$ cat src/rtl/sst_pkg.sv
package sst_pkg;
  typedef enum logic {
    FLD_ONE = 1'b0,
    FLD_TWO = 1'b1
  } field_e;
endpackage

$ cat src/rtl/sst_edge_qual.sv
// Two-flop synchroniser, falling-edge detect and minimum-low qualification.
module sst_edge_qual #(
  parameter int MIN_LOW = 2
) (
  input  logic clk,
  input  logic rst,
  input  logic sync_n_i,
  output logic fall_o,
  output logic short_o
);
  localparam int LW = $clog2(MIN_LOW + 1);

  logic          meta_q, s_q, p_q;
  logic [LW-1:0] low_cnt;

  always_ff @(posedge clk) begin
    if (rst) begin
      meta_q  <= 1'b1;
      s_q     <= 1'b1;
      p_q     <= 1'b1;
      low_cnt <= LW'(MIN_LOW);
    end else begin
      meta_q <= sync_n_i;
      s_q    <= meta_q;
      p_q    <= s_q;
      if (!s_q) begin
        if (p_q)
          low_cnt <= LW'(1);
        else if (low_cnt < LW'(MIN_LOW))
          low_cnt <= low_cnt + LW'(1);
      end
    end
  end

  // Accepted once the MIN_LOW-th low cycle is seen.
  assign fall_o  = !s_q && (p_q ? (MIN_LOW == 1) : (low_cnt == LW'(MIN_LOW - 1)));
  // Rising edge after a pulse that never reached MIN_LOW.
  assign short_o = s_q && !p_q && (low_cnt < LW'(MIN_LOW));
endmodule

$ cat src/rtl/sst_hcount.sv
// Half-rate horizontal counter and previous-line length capture.
module sst_hcount #(
  parameter int HW = 12
) (
  input  logic          clk,
  input  logic          rst,
  input  logic          h_evt,
  output logic [HW-1:0] h_count,
  output logic [HW-1:0] line_len
);
  logic phase_q;
  logic h_seen_q;

  always_ff @(posedge clk) begin
    if (rst) begin
      h_count  <= '0;
      line_len <= '0;
      phase_q  <= 1'b0;
      h_seen_q <= 1'b0;
    end else if (h_evt) begin
      h_count  <= HW'(1);
      phase_q  <= 1'b0;
      h_seen_q <= 1'b1;
      if (h_seen_q) line_len <= h_count;
    end else begin
      phase_q <= ~phase_q;
      if (phase_q) h_count <= h_count + HW'(1);
    end
  end
endmodule

$ cat src/rtl/sst_vcount.sv
// Line counter: vertical event loads one, horizontal event advances.
module sst_vcount #(
  parameter int VW = 10
) (
  input  logic          clk,
  input  logic          rst,
  input  logic          h_evt,
  input  logic          v_evt,
  output logic [VW-1:0] v_count
);
  always_ff @(posedge clk) begin
    if (rst)        v_count <= '0;
    else if (v_evt) v_count <= VW'(1);
    else if (h_evt) v_count <= v_count + VW'(1);
  end
endmodule

$ cat src/rtl/sst_field_detect.sv
// Classifies a vertical event by its position within the line.
module sst_field_detect
  import sst_pkg::*;
#(
  parameter int HW = 12
) (
  input  logic          clk,
  input  logic          rst,
  input  logic          v_evt,
  input  logic [HW-1:0] h_count,
  input  logic [HW-1:0] line_len,
  output logic          field_start,
  output field_e        field_id,
  output logic          win_miss
);
  localparam int XW = HW + 1;

  logic [XW-1:0] pos, len, qtr, half;
  logic          near_edge, near_mid, have_ref;

  always_comb begin
    pos       = {1'b0, h_count} - XW'(1);
    len       = {1'b0, line_len};
    qtr       = len >> 2;
    half      = len >> 1;
    have_ref  = (line_len != '0);
    near_edge = (pos < qtr) || ((pos >= len - qtr) && (pos < len + qtr));
    near_mid  = (pos >= half - qtr) && (pos < half + qtr);
  end

  always_ff @(posedge clk) begin
    if (rst) begin
      field_start <= 1'b0;
      field_id    <= FLD_ONE;
      win_miss    <= 1'b0;
    end else begin
      field_start <= 1'b0;
      win_miss    <= 1'b0;
      if (v_evt) begin
        if (!have_ref) begin
          win_miss <= 1'b1;
        end else if (near_edge) begin
          field_start <= 1'b1;
          field_id    <= FLD_ONE;
        end else if (near_mid) begin
          field_start <= 1'b1;
          field_id    <= FLD_TWO;
        end else begin
          win_miss <= 1'b1;
        end
      end
    end
  end
endmodule

$ cat src/rtl/sync_slave_timing.sv
module sync_slave_timing #(
  parameter int HCNT_W  = 12,
  parameter int VCNT_W  = 10,
  parameter int MIN_LOW = 2
) (
  input  logic              clk,
  input  logic              rst,
  input  logic              hsync_n,
  input  logic              vsync_n,
  output logic [HCNT_W-1:0] h_count,
  output logic [VCNT_W-1:0] v_count,
  output logic              field_start,
  output logic              field_id,
  output logic              sync_err
);
  import sst_pkg::*;

  localparam int NSYNC = 2;  // index 0 horizontal, 1 vertical

  logic [NSYNC-1:0] sync_in, fall, short_p;
  logic             h_evt, v_evt;
  logic             short_q, win_miss;
  logic [HCNT_W-1:0] line_len;
  field_e           fid;

  assign sync_in = {vsync_n, hsync_n};

  for (genvar i = 0; i < NSYNC; i++) begin : g_qual
    sst_edge_qual #(.MIN_LOW(MIN_LOW)) u_qual (
      .clk     (clk),
      .rst     (rst),
      .sync_n_i(sync_in[i]),
      .fall_o  (fall[i]),
      .short_o (short_p[i])
    );
  end

  assign h_evt = fall[0];
  assign v_evt = fall[1];

  sst_hcount #(.HW(HCNT_W)) u_hcount (
    .clk     (clk),
    .rst     (rst),
    .h_evt   (h_evt),
    .h_count (h_count),
    .line_len(line_len)
  );

  sst_vcount #(.VW(VCNT_W)) u_vcount (
    .clk    (clk),
    .rst    (rst),
    .h_evt  (h_evt),
    .v_evt  (v_evt),
    .v_count(v_count)
  );

  sst_field_detect #(.HW(HCNT_W)) u_field (
    .clk        (clk),
    .rst        (rst),
    .v_evt      (v_evt),
    .h_count    (h_count),
    .line_len   (line_len),
    .field_start(field_start),
    .field_id   (fid),
    .win_miss   (win_miss)
  );

  always_ff @(posedge clk) begin
    if (rst) short_q <= 1'b0;
    else     short_q <= |short_p;
  end

  assign field_id = fid;
  assign sync_err = short_q | win_miss;
endmodule

$ cat config.mk
export PLATFORM = sky130hd
export DESIGN_NAME = sync_slave_timing
export DESIGN_NICKNAME = d
export VERILOG_FILES = /design/src/rtl/sst_pkg.sv /design/src/rtl/sst_edge_qual.sv /design/src/rtl/sst_hcount.sv /design/src/rtl/sst_vcount.sv /design/src/rtl/sst_field_detect.sv /design/src/rtl/sync_slave_timing.sv
export SDC_FILE = /design/constraint.sdc
export NUM_CORES = 1
export LEC_CHECK = 0
export BUFFER_PORTS_ARGS = -buffer_cell sky130_fd_sc_hd__buf_2
export CAP_MARGIN = 20
export CORE_UTILIZATION = 40
export CTS_CLUSTER_DIAMETER = 150
export DETAILED_ROUTE_END_ITERATION = 10
export GPL_ROUTABILITY_DRIVEN = 0
export PLACE_DENSITY = 0.61
export RECOVER_POWER = 25
export SLEW_MARGIN = 20
export SYNTH_ARGS = -nofsm -noshare
export SYNTH_HDL_FRONTEND = slang
export SYNTH_HIERARCHICAL = 1
export SYNTH_SLANG_ARGS = --single-unit
$ cat constraint.sdc
create_clock -name clk -period 4.9 [get_ports clk]
set_clock_uncertainty 0.05 [all_clocks]
set_input_delay 0.245 -clock clk [delete_from_list [all_inputs] [get_ports clk]]
set_output_delay 0.245 -clock clk [all_outputs]
set_load 0.1 [all_outputs]
==> results by group, run 1 <==
Finish
  – Area of the multi-input gates: 0.004175 mm2
  – Layout cells sized above 1: 8.163%
  – Register area: 0.001001 mm2
  – Commonest cells after routing, fill and taps aside: ha_1, nand2_1, a21oi_1
  – Synth-to-Final Area Change: 8.360%
  – FILL cells: 1350
  – Final core utilization: 44.33%
  – Total Nets Final: 802
  – Commonest non-fill, non-tap cell in the layout: ha_1
  – # diodes: 0
  – Post-route cell area: 0.005871 mm2
  – Finished Layout Cells: 862

Clock tree
  – Skew-Pair Late Insertion Delay: 0.29 ns
  – Root Driver: clkbuf_16
  – Hold bufs inserted after CTS: 0
  – CTS clk-pin slew, worst paths: 0.07 ns
  – CTS resizes: 0
  – H-tree levels: 2
  – Bufs on Longest Clock Path: 2
  – CTS buffer count: 5
  – CTS tree: built
  – Sink Count: 50
  – Post-CTS Setup Bufs: 0

Drt
  – DRT iter0 DRCs: 220
  – Final wirelength: 13.19 mm
  – Vias per cell: 5.619
  – Antenna-violating nets left: 0
  – WL per Instance: 15.30 um
  – Pre-antenna DRT Iters: 4
  – Vias post-DR: 4844
  – Drc violations: 0

Pwr
  – Cell internal pwr: 0.7094 mW
  – Combinational Power Share: 25.2%
  – Pleak: 2.493 nW
  – Switching pwr: 0.3318 mW
  – Clock Power Share: 34.3%
  – Final total power: 1.041 mW
  – Peak supply drop: 252.8 uV
  – Net Sw Frac: 31.87%
  – Seq pwr share: 40.6%
  – PwrDens: 177.4 mW/mm2

Run
  – Max-cap violations: 0

Setup path
  – Crit end category: register
  – Crit Path Category: reg -> reg
  – CP required: 4.96 ns
  – CP cell instances: ha_1, inv_1, fa_1, o21bai_1, a21oi_1, o311ai_0, a31oi_1, o21bai_1, xnor2_1, ha_1, a21o_1, a21o_1, a2111oi_0, a32o_1, a211oi_2
  – Crit path DAT: 4.42 ns
  – CP max stage cell: dfxtp_1
  – CP Buf/Inv Count: 1
  – CP max stage delay: 0.60 ns
  – Type of origin of the critical path: register
  – CP top delay family: compound AO/OA/AOI/OAI gates
  – CP Max Fanout: 12

Timing
  – Fin. Hold Viols: 0
  – Final setup TNS: 0 ns
  – Final worst path period share: 89.04%
  – Worst Tran Pin Value: 1.380 ns
  – Final setup viols: 0
  – Final Critical Period: 4.363 ns
  – Unrepaired setup endpoints after global routing: no
  – Final WS setup: 0.5370 ns
  – Max_slew headroom: 8.033%
  – Worst hold slack: 0.07123 ns
  – Max Clk Rate: 229.2 MHz
  – Count of pins over their slew limit: 0

Yosys
  – Post-Syn Area per Cell: 8.135 um2
  – Sequential share of the synthesized area: 18.48%
  – Synth cell types: 65
  – Synthesized cell area: 0.005418 mm2
  – Post-synth EDFFs: 0
  – Top_reg_cell synth: dfxtp_1
  – Yosys warnings: 6
  – Synthesized instance count: 666
  – Post-synth ARST share: 0%
  – Syn Nets: 783
  – Seq cells post-synth: 50

GRT
  – Largest net degree at the start of global routing: 32
  – Initial antenna violation count: 0
  – Grt total ovfl: 0
  – Vias in the first global route: 4817
  – First-pass GRT wire length: 22.41 mm
  – Gr usage total: 19.35%

Place
  – Post-Place Setup Slack: 0.6068 ns
  – Post-DP Area: 0.005724 mm2
  – Port Buffers: 28
  – DP HPWL: 10.54 mm
  – Placed cell count: 854

Floorplan
  – Die Y: 118.4 um
  – Ports: 29
  – FP Rows: 42
  – Die width: 118.4 um
  – Die Area: 0.01401 mm2
  – Starting density of the core: 40.91%
  – CORE AREA: 0.01324 mm2

Min path
  – Worst Hold Class: in -> reg

Outcome
  – Status: finished clean
[logic make-up after synthesis]
kind of cell    Yosys count  synth area share [%]
simple gates            224                 21.96
compound gates          165                 20.16
fa+ha+maj               113                 26.65
buf+inv                  63                 4.457
flops                    50                 18.48
xor+xnor                 49                 7.921
mux                       2                0.3695
[final cells by class]
class	instances	share of cell area (%)
sequential	50	17.05
timing repair buffer	31	2.643
clock buffer	5	2.131
clock inverter	3	0.4902
tap	176	3.751
multi-input combinational	553	71.12
inverter	44	2.813
[metal layers]
metal | share of wire [%] | track usage [%]
met1 | 46 | 23.89
met2 | 48 | 34.63
met3 | 3.5 | 2.220
met4 | 2.1 | 6.566
met5 | 0 | 0
[power by group through the flow]
stage                     Clock, mW  Combinational, mW  Sequential (mW)
after floorplan                   0              0.182            0.439
after global placement            0              0.253            0.431
after detailed placement          0              0.263            0.432
after CTS                     0.373              0.264            0.422
after global routing          0.386              0.302            0.423
final                         0.357              0.262            0.422
[cell usage after synthesis, drive strengths merged (10+ instances only)]
cell    instances  area share [%]
dfxtp          50              18
o21ai          22             2.0
or2            10             1.2
xor2           23             3.7
nand2          62             4.3
nor3           19             1.8
or3            11             1.3
clkbuf         14            0.97
a21oi          54             5.0
o31ai          13             1.8
ha            109              25
nor2           53             3.9
nand2b         13             1.5
inv            43             3.0
xnor2          26             4.2
nand3          14             1.5
nand4          12             2.1
[registers in the layout, summed over array words and instances, names as in the netlist, 2 cells and up]
register               count
u_hcount/h_count          12
u_hcount/line_len         12
u_vcount/v_count          10
g_qual.u_qual/low_cnt      4
g_qual.u_qual/meta_q       2
g_qual.u_qual/p_q          2
g_qual.u_qual/s_q          2
[worst paths after layout]
kind	start	end	slack, ns	cells after the start
worst max register to register	u_hcount/line_len[2]$_SDFFE_PP0P_	u_field/field_id$_SDFFE_PP0P_	0.54	15
worst min register to register	g_qual[0].u_qual/meta_q$_SDFF_PP1_	g_qual[0].u_qual/s_q$_SDFF_PP1_	0.37	1
worst min-delay path	hsync_n	g_qual[0].u_qual/meta_q$_SDFF_PP1_	0.07	2
worst max-delay path	u_hcount/line_len[2]$_SDFFE_PP0P_	u_field/field_id$_SDFFE_PP0P_	0.54	15
[worst register-to-register path, cell delays in order, from the launching register on]
cell	delay, ns
dfxtp_1	0.60
ha_1	0.26
inv_1	0.06
fa_1	0.40
o21bai_1	0.17
a21oi_1	0.13
o311ai_0	0.51
a31oi_1	0.17
o21bai_1	0.25
xnor2_1	0.16
ha_1	0.27
a21o_1	0.16
a21o_1	0.17
a2111oi_0	0.44
a32o_1	0.29
a211oi_2	0.10
Note: power is estimated with default switching activity, not from simulation.
==> run 2: changes to the inputs <==
Settings changed: CORE_MARGIN set to 2, GPL_TIMING_DRIVEN set to 0.
==> run 2 against run 1 <==
Count of clock-buffer cells in the layout unchanged; core utilization rose by 0.41 points; register-to-register slack worse by 0.10 ns; final area up 0.92%; wire length fell by 0.45%; sequential cell count unchanged; die area up 3.4%; fmax down 2.3%; via count grew 0.95%; worst setup slack got worse by 0.10 ns; sequential power is essentially flat; critical path type unchanged; critical endpoint is now u_field/field_start$_SDFF_PP0_; highest routed layer unchanged.
==> results by group, run 2 (synthesis gave the netlist of run 1 again) <==
Place
  – DP HPWL: 10.40 mm (-1.3%)
  – Placed cell count: 870 (+1.9%)
  – Post-DP Area: 0.005778 mm2 (+0.94%)
  – Port Buffers: 28 (unchanged)

Finish
  – Final core utilization: 44.74% (+0.41 points)
  – Total Nets Final: 818 (+2.0%)
  – Commonest cells after routing, fill and taps aside: ha_1, nand2_1, a21oi_1
  – Commonest non-fill, non-tap cell in the layout: ha_1
  – Post-route cell area: 0.005924 mm2 (+0.92%)
  – Top Registers: u_hcount/h_count (12), u_hcount/line_len (12), u_vcount/v_count (10)
  – Layout cells sized above 1: 8.405% (+0.24 points)
  – Synth-to-Final Area Change: 9.353%
  – # diodes: 0 (unchanged)
  – Finished Layout Cells: 878 (+1.9%)

Drt
  – Drc violations: 0 (unchanged)
  – Antenna-violating nets left: 0 (unchanged)
  – Pre-antenna DRT Iters: 5 (+1)
  – Final wirelength: 13.13 mm (-0.45%)
  – Vias post-DR: 4890 (+0.95%)
  – WL per Instance: 14.95 um (-2.3%)
  – DRT iter0 DRCs: 191 (-13%)
  – Vias per cell: 5.569 (-0.89%)

Floorplan
  – CORE AREA: 0.01324 mm2 (unchanged)
  – Die width: 120.4 um (+1.7%)
  – Ports: 29 (unchanged)
  – Starting density of the core: 40.91% (unchanged)
  – Die Area: 0.01449 mm2 (+3.4%)
  – FP Rows: 42 (unchanged)
  – Die Y: 120.4 um (+1.7%)

Min path
  – Worst Hold Class: in -> reg
  – Hold_sp: hsync_n

Setup path
  – Critical R2R Launch: u_hcount/line_len[11]$_SDFFE_PP0P_
  – CP required: 5.03 ns (+0.07 ns)
  – Crit end category: register
  – Crit path DAT: 4.60 ns (+0.18 ns)
  – CP Max Fanout: 12 (unchanged)
  – Type of origin of the critical path: register
  – Crit Path Category: reg -> reg
  – CP Launch Point: u_hcount/line_len[11]$_SDFFE_PP0P_

Timing
  – Final setup viols: 0 (unchanged)
  – Final Critical Period: 4.467 ns (+0.1041 ns)
  – Final worst path period share: 91.17% (+2.1 points)
  – Max Clk Rate: 223.9 MHz (-2.3%)
  – Count of pins over their slew limit: 0 (unchanged)
  – Unrepaired setup endpoints after global routing: no
  – Fin. Hold Viols: 0 (unchanged)
  – Final setup TNS: 0 ns (unchanged)
  – Worst Tran Pin Value: 1.160 ns (-0.2198 ns)
  – Max_slew headroom: 23.01% (+15 points)

Clock tree
  – CTS clk-pin slew, worst paths: 0.07 ns (about the same)
  – CTS resizes: 0 (unchanged)
  – H-tree levels: 2 (unchanged)
  – CTS tree: built
  – Hold bufs inserted after CTS: 0 (unchanged)
  – Sink Count: 50 (unchanged)
  – Root Driver: clkbuf_16
  – Skew-Pair Late Insertion Delay: 0.29 ns (about the same)
  – Bufs on Longest Clock Path: 2 (unchanged)
  – CTS buffer count: 5 (unchanged)
  – Post-CTS Setup Bufs: 0 (unchanged)

Pwr
  – Pleak: 2.512 nW (+0.76%)
  – Peak supply drop: 245.0 uV (-3.1%)
  – PwrDens: 174.6 mW/mm2 (-1.5%)

GRT
  – Grt total ovfl: 0 (unchanged)
  – First-pass GRT wire length: 22.55 mm (+0.62%)
  – Largest net degree at the start of global routing: 23 (-28%)
  – Gr usage total: 18.80% (-0.54 points)
  – Vias in the first global route: 4861 (+0.91%)
  – Initial antenna violation count: 0 (unchanged)

Run
  – Max-cap violations: 0 (unchanged)

Outcome
  – Status: finished clean
==> run 2: cell count changes in the layout (fill, tap and decap cells not counted), sizes merged <==
cell,delta
clkinv,-1
clkinvlp,+1
buf,+4
clkbuf,+12
==> run 2: final timing paths <==
check | to | slack (ns) | cells past startpoint
worst min register to register | g_qual[0].u_qual/s_q$_SDFF_PP1_ | 0.36 | 1
worst min-delay path | g_qual[0].u_qual/meta_q$_SDFF_PP1_ | 0.07 | 2
worst max register to register | u_field/field_start$_SDFF_PP0_ | 0.43 | 14
worst max-delay path | u_field/field_start$_SDFF_PP0_ | 0.43 | 14
==> run 2: per-layer routing <==
layer	share of wire [%]	up-vias	wire, um	global-route usage (%)
met5	0	-	0	0
met4	2.2	0	294	6.032
met3	2.6	21	347	1.226
met2	48	92	6238	32.87
met1	48	2308	6248	24.63
li1	-	2469	-	-
==> run 2: stage by stage <==
stage	worst slack, ns	total power [mW]	hold slack, ns
after CTS	0.1398	1.044	0.06666
after detailed placement	0.1412	0.6905	0.3484
after global placement	0.2588	0.6808	0.3364
after floorplan	1.248	0.6206	0.2596
final	0.4329	1.035	0.07021
after global routing	0.1594	1.100	0.08423
==> run 2: power breakdown <==
part	internal (mW)	leakage, nW	total (mW)	switching, mW
Sequential	0.412	0.406	0.421	0.00888
Clock	0.192	0.0704	0.352	0.160
Combinational	0.102	2.04	0.262	0.160
Total	0.706	2.51	1.03	0.329
==> run 2: worst max-delay path, stage by stage (launching register included) <==
cell	delay, ns
dfxtp_1	0.43
clkbuf_1	0.39
clkinv_1	0.42
ha_1	0.41
clkbuf_1	0.25
inv_1	0.16
or3_1	0.36
o2111ai_1	0.11
nor3_1	0.09
ha_1	0.31
nand4_1	0.16
a2111oi_1	0.46
a2111oi_0	0.19
a32o_1	0.31
o211a_1	0.24
==> run 2: cell type report <==
type / instances / area [um2]
buffer: 19 / 76.32
clock buffer: 5 / 125.1
clock inverter: 3 / 25.02
fill: 1346 / 7318
inverter: 44 / 165.2
multi-input combinational: 553 / 4175
sequential: 50 / 1002
tap: 176 / 220.2
timing repair buffer: 28 / 135.1
==> run 3: changes to the inputs <==
--- a/config.mk
+++ b/config.mk
@@ -8,5 +8,4 @@
 export BUFFER_PORTS_ARGS = -buffer_cell sky130_fd_sc_hd__buf_2
-export CAP_MARGIN = 20
 export CORE_MARGIN = 2
-export CORE_UTILIZATION = 40
+export CORE_UTILIZATION = 60
 export CTS_CLUSTER_DIAMETER = 150
@@ -15,3 +14,3 @@
 export GPL_TIMING_DRIVEN = 0
-export PLACE_DENSITY = 0.61
+export PLACE_DENSITY = 0.83
 export RECOVER_POWER = 25
==> constraint.sdc (replaced) <==
create_clock -name clk -period 4.9 [get_ports clk]
set_clock_uncertainty 0.05 [all_clocks]
set_input_delay 0 -clock clk [delete_from_list [all_inputs] [get_ports clk]]
set_output_delay 0 -clock clk [all_outputs]
set_load 0.1 [all_outputs]
==> run 3 against run 2 <==
Power fell by 9.4%; worst setup slack got worse by 0.13 ns; worst hold slack got worse by 0.028 ns; die area fell by 32%; clock power fell by 28%; sequential cell count did not move; critical path depth did not move; combinational power barely moved; sequential power barely moved; first-iteration DRC count rose by 41%; global-route usage rose by 7.0 points; fmax fell by 2.9%; largest cell class unchanged; highest routed layer unchanged.
==> results by group, run 3 (synthesis gave the netlist of run 1 again) <==
Outcome
  – Status: finished clean

Timing
  – Final worst path period share: 93.88% (+2.7 points)
  – Final WS setup: 0.3000 ns (-0.1329 ns)
  – Final setup TNS: 0 ns (unchanged)
  – Count of pins over their slew limit: 0 (unchanged)
  – Final setup viols: 0 (unchanged)
  – Final Critical Period: 4.600 ns (+0.1329 ns)
  – Max Clk Rate: 217.4 MHz (-2.9%)
  – Max_slew headroom: 21.20% (-1.8 points)
  – Unrepaired setup endpoints after global routing: no
  – Worst Tran Pin Value: 1.187 ns (+0.02734 ns)
  – Fin. Hold Viols: 0 (unchanged)

Pwr
  – Peak supply drop: 251.5 uV (+2.6%)
  – Combinational Power Share: 28.3% (+3.0 points)
  – Seq pwr share: 44.9% (+4.2 points)
  – Clock Power Share: 26.9% (-7.1 points)
  – Pleak: 2.495 nW (-0.68%)
  – Cell internal pwr: 0.6314 mW (-11%)
  – Switching pwr: 0.3059 mW (-6.9%)
  – Final total power: 0.9373 mW (-9.4%)
  – Net Sw Frac: 32.63% (+0.86 points)
  – PwrDens: 161.6 mW/mm2 (-7.5%)

Floorplan
  – Starting density of the core: 62.12% (+21 points)
  – Die Y: 99.03 um (-18%)
  – Die width: 99.03 um (-18%)
  – FP Rows: 34 (-19%)
  – Ports: 29 (unchanged)
  – Die Area: 0.009806 mm2 (-32%)
  – CORE AREA: 0.008721 mm2 (-34%)

GRT
  – Gr usage total: 25.78% (+7.0 points)
  – Initial antenna violation count: 0 (unchanged)
  – First-pass GRT wire length: 21.20 mm (-6.0%)
  – M2 GR Usage: 46.47% (+14 points)
  – Gr busiest metal: met2
  – Grt total ovfl: 0 (unchanged)
  – Vias in the first global route: 4826 (-0.72%)
  – Grt met1 use: 31.50% (+6.9 points)
  – Largest net degree at the start of global routing: 23 (unchanged)
  – Global-route met3 utilization: 2.199% (+0.97 points)

Drt
  – Vias post-DR: 5020 (+2.7%)
  – Pre-antenna DRT Iters: 7 (+2)
  – Drc violations: 0 (unchanged)
  – Final wirelength: 12.59 mm (-4.1%)
  – WL per Instance: 15.51 um (+3.7%)
  – Antenna-violating nets left: 0 (unchanged)
  – DRT iter0 DRCs: 270 (+41%)
  – Vias per cell: 6.182 (+11%)

Clock tree
  – Hold bufs inserted after CTS: 2 (+2)
  – CTS resizes: 0 (unchanged)
  – Skew-Pair Late Insertion Delay: 0.30 ns (about the same)
  – Post-CTS Setup Bufs: 0 (unchanged)
  – Bufs on Longest Clock Path: 2 (unchanged)
  – CTS buffer count: 5 (unchanged)
  – Sink Count: 50 (unchanged)
  – Root Driver: clkbuf_8
  – H-tree levels: 2 (unchanged)
  – CTS tree: built
  – CTS clk-pin slew, worst paths: 0.09 ns (+0.02 ns)

Setup path
  – Reg2Reg Depth: 14 (unchanged)
  – Type of origin of the critical path: register
  – Crit path DAT: 4.75 ns (+0.15 ns)
  – Crit Path Category: reg -> reg
  – CP Max Fanout: 11 (-1)
  – Crit end category: register
  – CP required: 5.05 ns (+0.02 ns)

Place
  – Port Buffers: 28 (unchanged)
  – DP HPWL: 10.04 mm (-3.5%)
  – Post-DP Area: 0.005693 mm2 (-1.5%)
  – Placed cell count: 802 (-7.8%)
  – Post-Place Setup Slack: 0.3460 ns (+0.2048 ns)

Min path
  – Hold Crit Depth: 2 (unchanged)
  – Worst Hold Class: in -> reg

Finish
  – Synth-to-Final Area Change: 7.067%
  – Commonest cells after routing, fill and taps aside: ha_1, nand2_1, a21oi_1
  – Top Registers: u_hcount/h_count (12), u_hcount/line_len (12), u_vcount/v_count (10)
  – Layout cells sized above 1: 7.813% (-0.59 points)
  – # diodes: 0 (unchanged)
  – Post-route cell area: 0.005801 mm2 (-2.1%)
  – Finished Layout Cells: 812 (-7.5%)
  – Commonest non-fill, non-tap cell in the layout: ha_1
  – Total Nets Final: 820 (+0.24%)

Run
  – Max-cap violations: 0 (unchanged)
-- run 3: metal layers --
layer	routed length, um	share of wire, %	vias up
met5	0	0	-
met4	416	3.3	0
met3	428	3.4	38
met2	6221	49	144
met1	5524	44	2352
li1	-	-	2486
-- run 3: stage by stage --
step / util, % / hold WS (ns)
2_1_floorplan: - / 0.01465
4_1_cts: 66.66 / 0.04260
3_5_place_dp: 65.28 / 0.1368
5_1_grt: 66.51 / 0.07001
3_3_place_gp: 65.28 / 0.1305
6_report: 66.51 / 0.04189
-- run 3: worst paths after layout --
path	slack [ns]	to	start
max reg2reg	0.30	u_field/win_miss$_SDFF_PP0_	u_hcount/line_len[3]$_SDFFE_PP0P_
min reg2reg	0.37	g_qual[0].u_qual/s_q$_SDFF_PP1_	g_qual[0].u_qual/meta_q$_SDFF_PP1_
max	0.30	u_field/win_miss$_SDFF_PP0_	u_hcount/line_len[3]$_SDFFE_PP0P_
min	0.04	u_vcount/v_count[0]$_SDFFE_PP0P_	rst
-- run 3: final cells by class --
cell class	instances	area, um2
plain buffers	19	76.32
clock buffers	6	82.58
clock inverters	2	17.52
fillers	710	2920
inverters	44	165.2
multi-input cells	553	4169
flip-flops and latches	50	1001
well taps	108	135.1
repair buffers	30	153.9
-- run 3: critical path, stage by stage (launching register included) --
cell	delay (ns)
dfxtp_1	0.67
inv_1	0.24
fa_1	0.49
o21bai_1	0.17
a21oi_1	0.13
o311ai_0	0.56
a31oi_1	0.17
o21bai_1	0.23
xnor2_1	0.09
ha_1	0.31
nand4_1	0.14
a2111oi_0	0.48
a2111oi_0	0.19
a32o_1	0.32
o41ai_2	0.25
-- run 3: power groups by stage --
stage | logic [mW] | registers (mW) | clock network, mW
after floorplan | 0.182 | 0.439 | 0
after global placement | 0.245 | 0.429 | 0
after detailed placement | 0.259 | 0.430 | 0
after CTS | 0.262 | 0.421 | 0.255
after global routing | 0.302 | 0.422 | 0.275
final | 0.265 | 0.420 | 0.252
